<file path="config.mk">
export PLATFORM = sky130hd
export DESIGN_NAME = span_cal_ctrl
export DESIGN_NICKNAME = d
export VERILOG_FILES = /design/src/rtl/wcal_pkg.sv /design/src/rtl/wcal_dp.sv /design/src/rtl/wcal_ctrl.sv /design/src/rtl/span_cal_ctrl.sv
export SDC_FILE = /design/constraint.sdc
export NUM_CORES = 1
export LEC_CHECK = 0
export BUFFER_PORTS_ARGS = -buffer_cell sky130_fd_sc_hd__buf_4
export CORE_MARGIN = 2
export CORE_UTILIZATION = 54
export DETAILED_ROUTE_END_ITERATION = 12
export PLACE_DENSITY = 0.87
export SLEW_MARGIN = 20
export SYNTH_ARGS = -nofsm -noshare
export SYNTH_HDL_FRONTEND = slang
export SYNTH_HIERARCHICAL = 1
export SYNTH_SLANG_ARGS = --single-unit
</file>
<file path="constraint.sdc">
create_clock -name clk -period 4.1 [get_ports clk]
set_input_delay 0.41 -clock clk [delete_from_list [all_inputs] [get_ports clk]]
set_output_delay 0.41 -clock clk [all_outputs]
set_load 0.02 [all_outputs]
</file>
<file path="src/rtl/wcal_pkg.sv">
package wcal_pkg;

  typedef enum logic [2:0] {
    ST_INIT,
    ST_SOAK_LO,
    ST_ACQ_LO,
    ST_SOAK_HI,
    ST_ACQ_HI,
    ST_DECIDE,
    ST_RUN
  } wcal_state_e;

  typedef struct packed {
    logic load;     // sample configuration, restart window and step
    logic capLow;   // store zero-scale reading
    logic capHigh;  // form span from full-scale reading
    logic adjust;   // move window by step, halve step
    logic capOut;   // register corrected reading
  } wcal_strobe_t;

endpackage

</file>
<file path="src/rtl/wcal_dp.sv">
module wcal_dp
  import wcal_pkg::*;
#(
  parameter int W = 16
) (
  input  logic         clk,
  input  logic         rstN,
  input  wcal_strobe_t stb,
  input  logic [W-1:0] cfgTarget,
  input  logic [W-1:0] cfgWindowInit,
  input  logic [W-1:0] acqValue,
  output logic [W-1:0] window,
  output logic         spanMatch,
  output logic         lastStep,
  output logic         outValid,
  output logic [W-1:0] outData
);

  localparam int SW = W + 1;

  logic [W-1:0]         step;
  logic [W-1:0]         lowVal;
  logic [W-1:0]         target;
  logic signed [SW-1:0] span;
  logic signed [SW-1:0] rawDiff;
  logic signed [SW-1:0] targetS;
  logic [W-1:0]         clamped;

  assign targetS = $signed({1'b0, target});
  assign rawDiff = $signed({1'b0, acqValue}) - $signed({1'b0, lowVal});

  always_comb begin
    if (rawDiff < 0)            clamped = '0;
    else if (rawDiff > targetS) clamped = target;
    else                        clamped = rawDiff[W-1:0];
  end

  assign spanMatch = (span == targetS);
  assign lastStep  = ((step >> 1) == '0);

  always_ff @(posedge clk or negedge rstN) begin
    if (!rstN) begin
      window   <= '0;
      step     <= '0;
      target   <= '0;
      lowVal   <= '0;
      span     <= '0;
      outValid <= 1'b0;
      outData  <= '0;
    end else begin
      if (stb.load) begin
        window <= cfgWindowInit;
        step   <= cfgWindowInit >> 1;
        target <= cfgTarget;
      end else if (stb.adjust) begin
        if (span > targetS) window <= window - step;
        else                window <= window + step;
        step <= step >> 1;
      end
      if (stb.capLow)  lowVal <= acqValue;
      if (stb.capHigh) span   <= rawDiff;
      outValid <= stb.capOut;
      if (stb.capOut) outData <= clamped;
    end
  end

  // the controller must never move the window after an exact span hit
  assert_no_adjust_on_match_R4: assert property (@(posedge clk) disable iff (!rstN)
    stb.adjust |-> !spanMatch);

  // delivered readings never exceed the sampled target
  assert_clamp_limit_R8: assert property (@(posedge clk) disable iff (!rstN)
    outValid |-> (outData <= target));

endmodule

</file>
<file path="src/rtl/wcal_ctrl.sv">
module wcal_ctrl
  import wcal_pkg::*;
#(
  parameter int SOAK_CYCLES = 40000
) (
  input  logic         clk,
  input  logic         rstN,
  input  logic         recalReq,
  input  logic         acqDone,
  input  logic         spanMatch,
  input  logic         lastStep,
  output wcal_strobe_t stb,
  output logic         acqStart,
  output logic         calEnable,
  output logic         calDrive,
  output logic         busy,
  output logic         calibrated
);

  localparam int CW = $clog2(SOAK_CYCLES + 1);
  localparam logic [CW-1:0] SOAK_LAST = CW'(SOAK_CYCLES - 1);
  localparam logic [CW-1:0] SOAK_FULL = CW'(SOAK_CYCLES);

  wcal_state_e   state, nextState;
  logic [CW-1:0] soakCnt;
  logic          startNext;

  always_comb begin
    stb       = '0;
    nextState = state;
    startNext = 1'b0;
    case (state)
      ST_INIT: begin
        stb.load  = 1'b1;
        nextState = ST_SOAK_LO;
      end
      ST_SOAK_LO: if (soakCnt == SOAK_LAST) begin
        nextState = ST_ACQ_LO;
        startNext = 1'b1;
      end
      ST_ACQ_LO: if (acqDone) begin
        stb.capLow = 1'b1;
        nextState  = ST_SOAK_HI;
      end
      ST_SOAK_HI: if (soakCnt == SOAK_LAST) begin
        nextState = ST_ACQ_HI;
        startNext = 1'b1;
      end
      ST_ACQ_HI: if (acqDone) begin
        stb.capHigh = 1'b1;
        nextState   = ST_DECIDE;
      end
      ST_DECIDE: begin
        if (spanMatch) begin
          nextState = ST_RUN;
          startNext = 1'b1;
        end else begin
          stb.adjust = 1'b1;
          if (lastStep) begin
            nextState = ST_RUN;
            startNext = 1'b1;
          end else begin
            nextState = ST_SOAK_LO;
          end
        end
      end
      ST_RUN: if (acqDone) begin
        stb.capOut = 1'b1;
        startNext  = 1'b1;
      end
      default: nextState = ST_INIT;
    endcase
    if (recalReq) begin
      stb       = '0;
      nextState = ST_INIT;
      startNext = 1'b0;
    end
  end

  always_ff @(posedge clk or negedge rstN) begin
    if (!rstN) begin
      state    <= ST_INIT;
      soakCnt  <= '0;
      acqStart <= 1'b0;
    end else begin
      state    <= nextState;
      acqStart <= startNext;
      if (nextState != state) soakCnt <= '0;
      else if (state == ST_SOAK_LO || state == ST_SOAK_HI) soakCnt <= soakCnt + 1'b1;
    end
  end

  assign calEnable  = (state != ST_RUN);
  assign calDrive   = (state == ST_SOAK_HI) || (state == ST_ACQ_HI);
  assign busy       = (state != ST_RUN);
  assign calibrated = (state == ST_RUN);

  // independent age of the calibration level, saturating
  logic [CW-1:0] lvlAge;
  logic [1:0]    lvlPrev;
  always_ff @(posedge clk or negedge rstN) begin
    if (!rstN) begin
      lvlAge  <= '0;
      lvlPrev <= 2'b10;
    end else begin
      lvlPrev <= {calEnable, calDrive};
      if ({calEnable, calDrive} != lvlPrev) lvlAge <= '0;
      else if (lvlAge != SOAK_FULL)         lvlAge <= lvlAge + 1'b1;
    end
  end

  assert_soak_before_start_R3: assert property (@(posedge clk) disable iff (!rstN)
    (acqStart && calEnable) |-> (lvlAge >= SOAK_LAST));

  assert_start_single_R2: assert property (@(posedge clk) disable iff (!rstN)
    acqStart |=> !acqStart);

  assert_first_run_request_R7: assert property (@(posedge clk) disable iff (!rstN)
    $rose(calibrated) |-> acqStart);

  assert_recal_restart_R9: assert property (@(posedge clk) disable iff (!rstN)
    recalReq |=> (busy && !calibrated && !acqStart));

endmodule

</file>
<file path="src/rtl/span_cal_ctrl.sv">
module span_cal_ctrl
  import wcal_pkg::*;
#(
  parameter int W           = 16,
  parameter int SOAK_CYCLES = 40000
) (
  input  logic         clk,
  input  logic         rstN,
  input  logic [W-1:0] cfgTarget,
  input  logic [W-1:0] cfgWindowInit,
  input  logic         recalReq,
  output logic         acqStart,
  output logic [W-1:0] acqWindow,
  input  logic         acqDone,
  input  logic [W-1:0] acqValue,
  output logic         calEnable,
  output logic         calDrive,
  output logic         busy,
  output logic         calibrated,
  output logic         outValid,
  output logic [W-1:0] outData
);

  wcal_strobe_t stb;
  logic         spanMatch;
  logic         lastStep;

  wcal_ctrl #(.SOAK_CYCLES(SOAK_CYCLES)) u_ctrl (
    .clk        (clk),
    .rstN       (rstN),
    .recalReq   (recalReq),
    .acqDone    (acqDone),
    .spanMatch  (spanMatch),
    .lastStep   (lastStep),
    .stb        (stb),
    .acqStart   (acqStart),
    .calEnable  (calEnable),
    .calDrive   (calDrive),
    .busy       (busy),
    .calibrated (calibrated)
  );

  wcal_dp #(.W(W)) u_dp (
    .clk           (clk),
    .rstN          (rstN),
    .stb           (stb),
    .cfgTarget     (cfgTarget),
    .cfgWindowInit (cfgWindowInit),
    .acqValue      (acqValue),
    .window        (acqWindow),
    .spanMatch     (spanMatch),
    .lastStep      (lastStep),
    .outValid      (outValid),
    .outData       (outData)
  );

endmodule

</file>
==> flow_summary.json <==
{
  "die-area_um2": 14910,
  "grt_pass1_wl_um": 31610,
  "crit_start": "u_dp/target[11]",
  "r2r_end": "u_dp/window[11]",
  "power_density_nw_per_um2": 483.5,
  "post_drt_wl_per_cell_um": 19.60,
  "ys_seq_elements": 117,
  "clk_pin_slew_ps": 60,
  "rows": 43,
  "drt_iter0_markers": 834,
  "seqPwrFrac_pct": 29.2,
  "ant_nets": 0,
  "cp-start-kind": "flop",
  "grt.total_usage_pct": 26.93,
  "reg2reg_from": "u_dp/target[11]",
  "final_area_um2": 9577,
  "synth.distinct_cells": 64,
  "slew-limit-headroom_pct": 33.79,
  "port_buffers": 89,
  "criticalPathCategory": "reg2reg",
  "finalHoldViolCount": 0,
  "min_period_over_period_pct": 105.5,
  "die_h_um": 122.1,
  "status": "finished with violations",
  "vias": 7064,
  "synthToLayoutAreaGrowth_pct": 27.16,
  "power_w": 0.004631,
  "crit_path_max_fanout": 8,
  "viasPerCell": 6.268,
  "finClkSkew_ps": 9.217,
  "io_pins": 90,
  "htree_levels": 4,
  "timing.hold.ws_ps": 197.5,
  "synth-warning-count": 6,
  "worst_pin_slew_ps": 992.0,
  "cp-endpoint": "u_dp/window[11]",
  "antenna_found_initial": 0,
  "drive_above_1_share_pct": 26.08,
  "clkPwrFrac_pct": 29.6,
  "ctsRootBufferMaster": "clkbuf_16",
  "ir_drop_v": 0.0003394,
  "critPathArrivalTime_ps": 4620,
  "layout_min_cycle_time_ps": 4326,
  "rsz0062_at_grt": "yes",
  "synth_ff_type": "dfrtp_1",
  "antenna_cells": 0,
  "grt_max_degree": 54,
  "hold_class": "in2reg",
  "netlist_area_um2": 7531,
  "r2r_cells": 19,
  "wl_um": 22090,
  "synthCells": 796,
  "cts.sinks": 117,
  "swShare_pct": 35.38,
  "p_sw_w": 0.001638,
  "violations": "setup timing",
  "power_frac_comb_pct": 41.2,
  "clk_latency_ps": 420,
  "synth-edff-count": 0,
  "first_global_vias": 6447,
  "cellInternalPower_w": 0.002992,
  "start_util_pct": 54.68,
  "ys_async_sr_fraction_pct": 100.0,
  "post-place-cells": 1078,
  "hpwl_um": 13360,
  "route.detailed.drc": 0,
  "cp-end-kind": "flop",
  "nFillCells": 970,
  "tritoncts": "done",
  "syn_nets": 917,
  "layout.cells.non_filler": 1127,
  "rrSetupSlack_ps": -230,
  "finalSetupViolCount": 23,
  "worst_slack_ps": -226.5,
  "grt_overflow": 0,
  "numCtsBuffers": 17,
  "max-clock-path-buffers": 2,
  "slew_viol_final": 0,
  "cp.required_ps": 4400,
  "die_w_um": 122.1,
  "seq_area_um2": 2928,
  "core_um2": 13770,
  "routabilityCongestion": 0.9267,
  "max_freq_mhz": 231.1,
  "multiInputGateArea_um2": 4514,
  "finish.utilization_pct": 69.53,
  "dr.pass1.iters": 5,
  "place_area_um2": 8670,
  "leakage_nw": 4.504,
  "layout.nets": 1056,
  "syn_area_per_cell_um2": 9.461,
  "cap_viol_max_count": 0,
  "ys_seq_area_share_pct": 38.88
}
[worst max-delay path: stages, from the launching register on]
cell	delay, ps
dfrtp_1	340
inv_1	70
ha_1	320
nand4_1	200
nor4_2	330
buf_4	160
a21boi_2	150
o31a_1	270
buf_6	200
o21ai_0	160
xnor2_1	240
ha_1	320
a21oi_2	250
a21oi_2	110
o31ai_2	320
buf_4	200
nand2b_4	50
a21oi_2	150
xor2_1	240
a211oi_2	110
[placed cells by master (no fill, tap or decap), types with 11 or more instances in the layout]
master / count
xnor2_1: 29
inv_1: 45
nor3_1: 17
xor2_1: 13
buf_4: 151
clkbuf_16: 18
mux2i_1: 28
ha_1: 65
nand2b_1: 11
or3_1: 11
o21ai_0: 64
nor2_1: 33
nand2_1: 66
a21o_1: 28
dfrtp_1: 117
nor2b_1: 12
a21oi_1: 57
mux2_2: 18
[worst min path at each step]
stage	cells after the start	startpoint	to	slack (ps)
global placement	1	rstN	u_ctrl/soakCnt[6]	410
detailed placement	1	rstN	u_ctrl/soakCnt[6]	420
CTS	3	cfgTarget[14]	u_dp/target[14]	190
global route	3	cfgTarget[14]	u_dp/target[14]	200
finish	3	cfgTarget[14]	u_dp/target[14]	200
floorplan	0	rstN	u_ctrl/acqStart	110
[per-layer routing]
layer | up-vias | global-route usage, % | routed length, um
li1 | 3156 | - | -
met1 | 3410 | 37.70 | 9213
met5 | - | 0 | 0
met4 | 0 | 9.914 | 1045
met2 | 394 | 40.96 | 10010
met3 | 104 | 6.180 | 1824
[stage by stage]
step | setup WS (ps) | TNS [ps]
global route | -300.1 | -5544
floorplan | 1.803 | 0
CTS | 0.6657 | 0
finish | -226.5 | -2036
detailed placement | -443.6 | -5859
global placement | -187.5 | -2200
[power groups by stage]
stage	registers, W	logic [W]	clock network [W]
after global routing	0.00136	0.00203	0.00142
after detailed placement	0.00136	0.00151	0
after floorplan	0.00136	0.000975	0
final	0.00135	0.00191	0.00137
after CTS	0.00134	0.00158	0.00137
after global placement	0.00135	0.00146	0
[Yosys cell counts, types with 9 or more instances]
| cell type | instances | area [um^2] |
|---|---|---|
| xor2_1 | 14 | 122.6 |
| nand4_1 | 9 | 56.30 |
| xnor2_1 | 31 | 271.5 |
| inv_1 | 47 | 176.4 |
| or3_1 | 11 | 68.82 |
| nor2_1 | 33 | 123.9 |
| mux2i_1 | 30 | 300.3 |
| nor3_1 | 19 | 95.09 |
| clkbuf_1 | 25 | 93.84 |
| a21oi_1 | 63 | 315.3 |
| dfrtp_1 | 117 | 2928 |
| ha_1 | 67 | 838.3 |
| a21o_1 | 28 | 210.2 |
| mux2_2 | 18 | 202.7 |
| o21ai_0 | 71 | 355.3 |
| o31ai_1 | 11 | 82.58 |
| nor2b_1 | 12 | 75.07 |
| nand2b_1 | 12 | 75.07 |
| nand2_1 | 67 | 251.5 |
[timing repair]
action,in CTS,in global routing
pin swaps,5,33
gates resized for setup,15,37
hold endpoints to repair,35,0
hold buffers,1,0
setup buffers,3,13
setup endpoints to repair,17,22
cloned,0,1
[layout make-up]
class / count / area share, %
Clock buffer: 27 / 5.357
Clock inverter: 4 / 0.2090
Inverter: 47 / 1.842
Multi-Input combinational cell: 597 / 47.14
Sequential cell: 117 / 30.57
Tap cell: 180 / 2.352
Timing Repair Buffer: 155 / 12.53
[state kept, by name (all words and copies together), names as in the netlist, 3 cells and up]
name,flops
u_dp/span,17
u_dp/outData,16
u_dp/window,16
u_dp/target,16
u_dp/step,15
u_ctrl/state,3
u_ctrl/soakCnt,16
u_dp/lowVal,16
[cells by family (layout without fill, tap and decap cells)]
logic type	count (synthesis)	after routing	share of synthesized area (%)
compound gates	231	231	19.22
xor+xnor	45	45	5.233
fa+ha+maj	69	69	11.66
buf+inv	82	233	4.320
flops	117	117	38.88
mux	48	48	6.679
simple gates	204	204	14.01
Power figures use the tool's default switching activity.
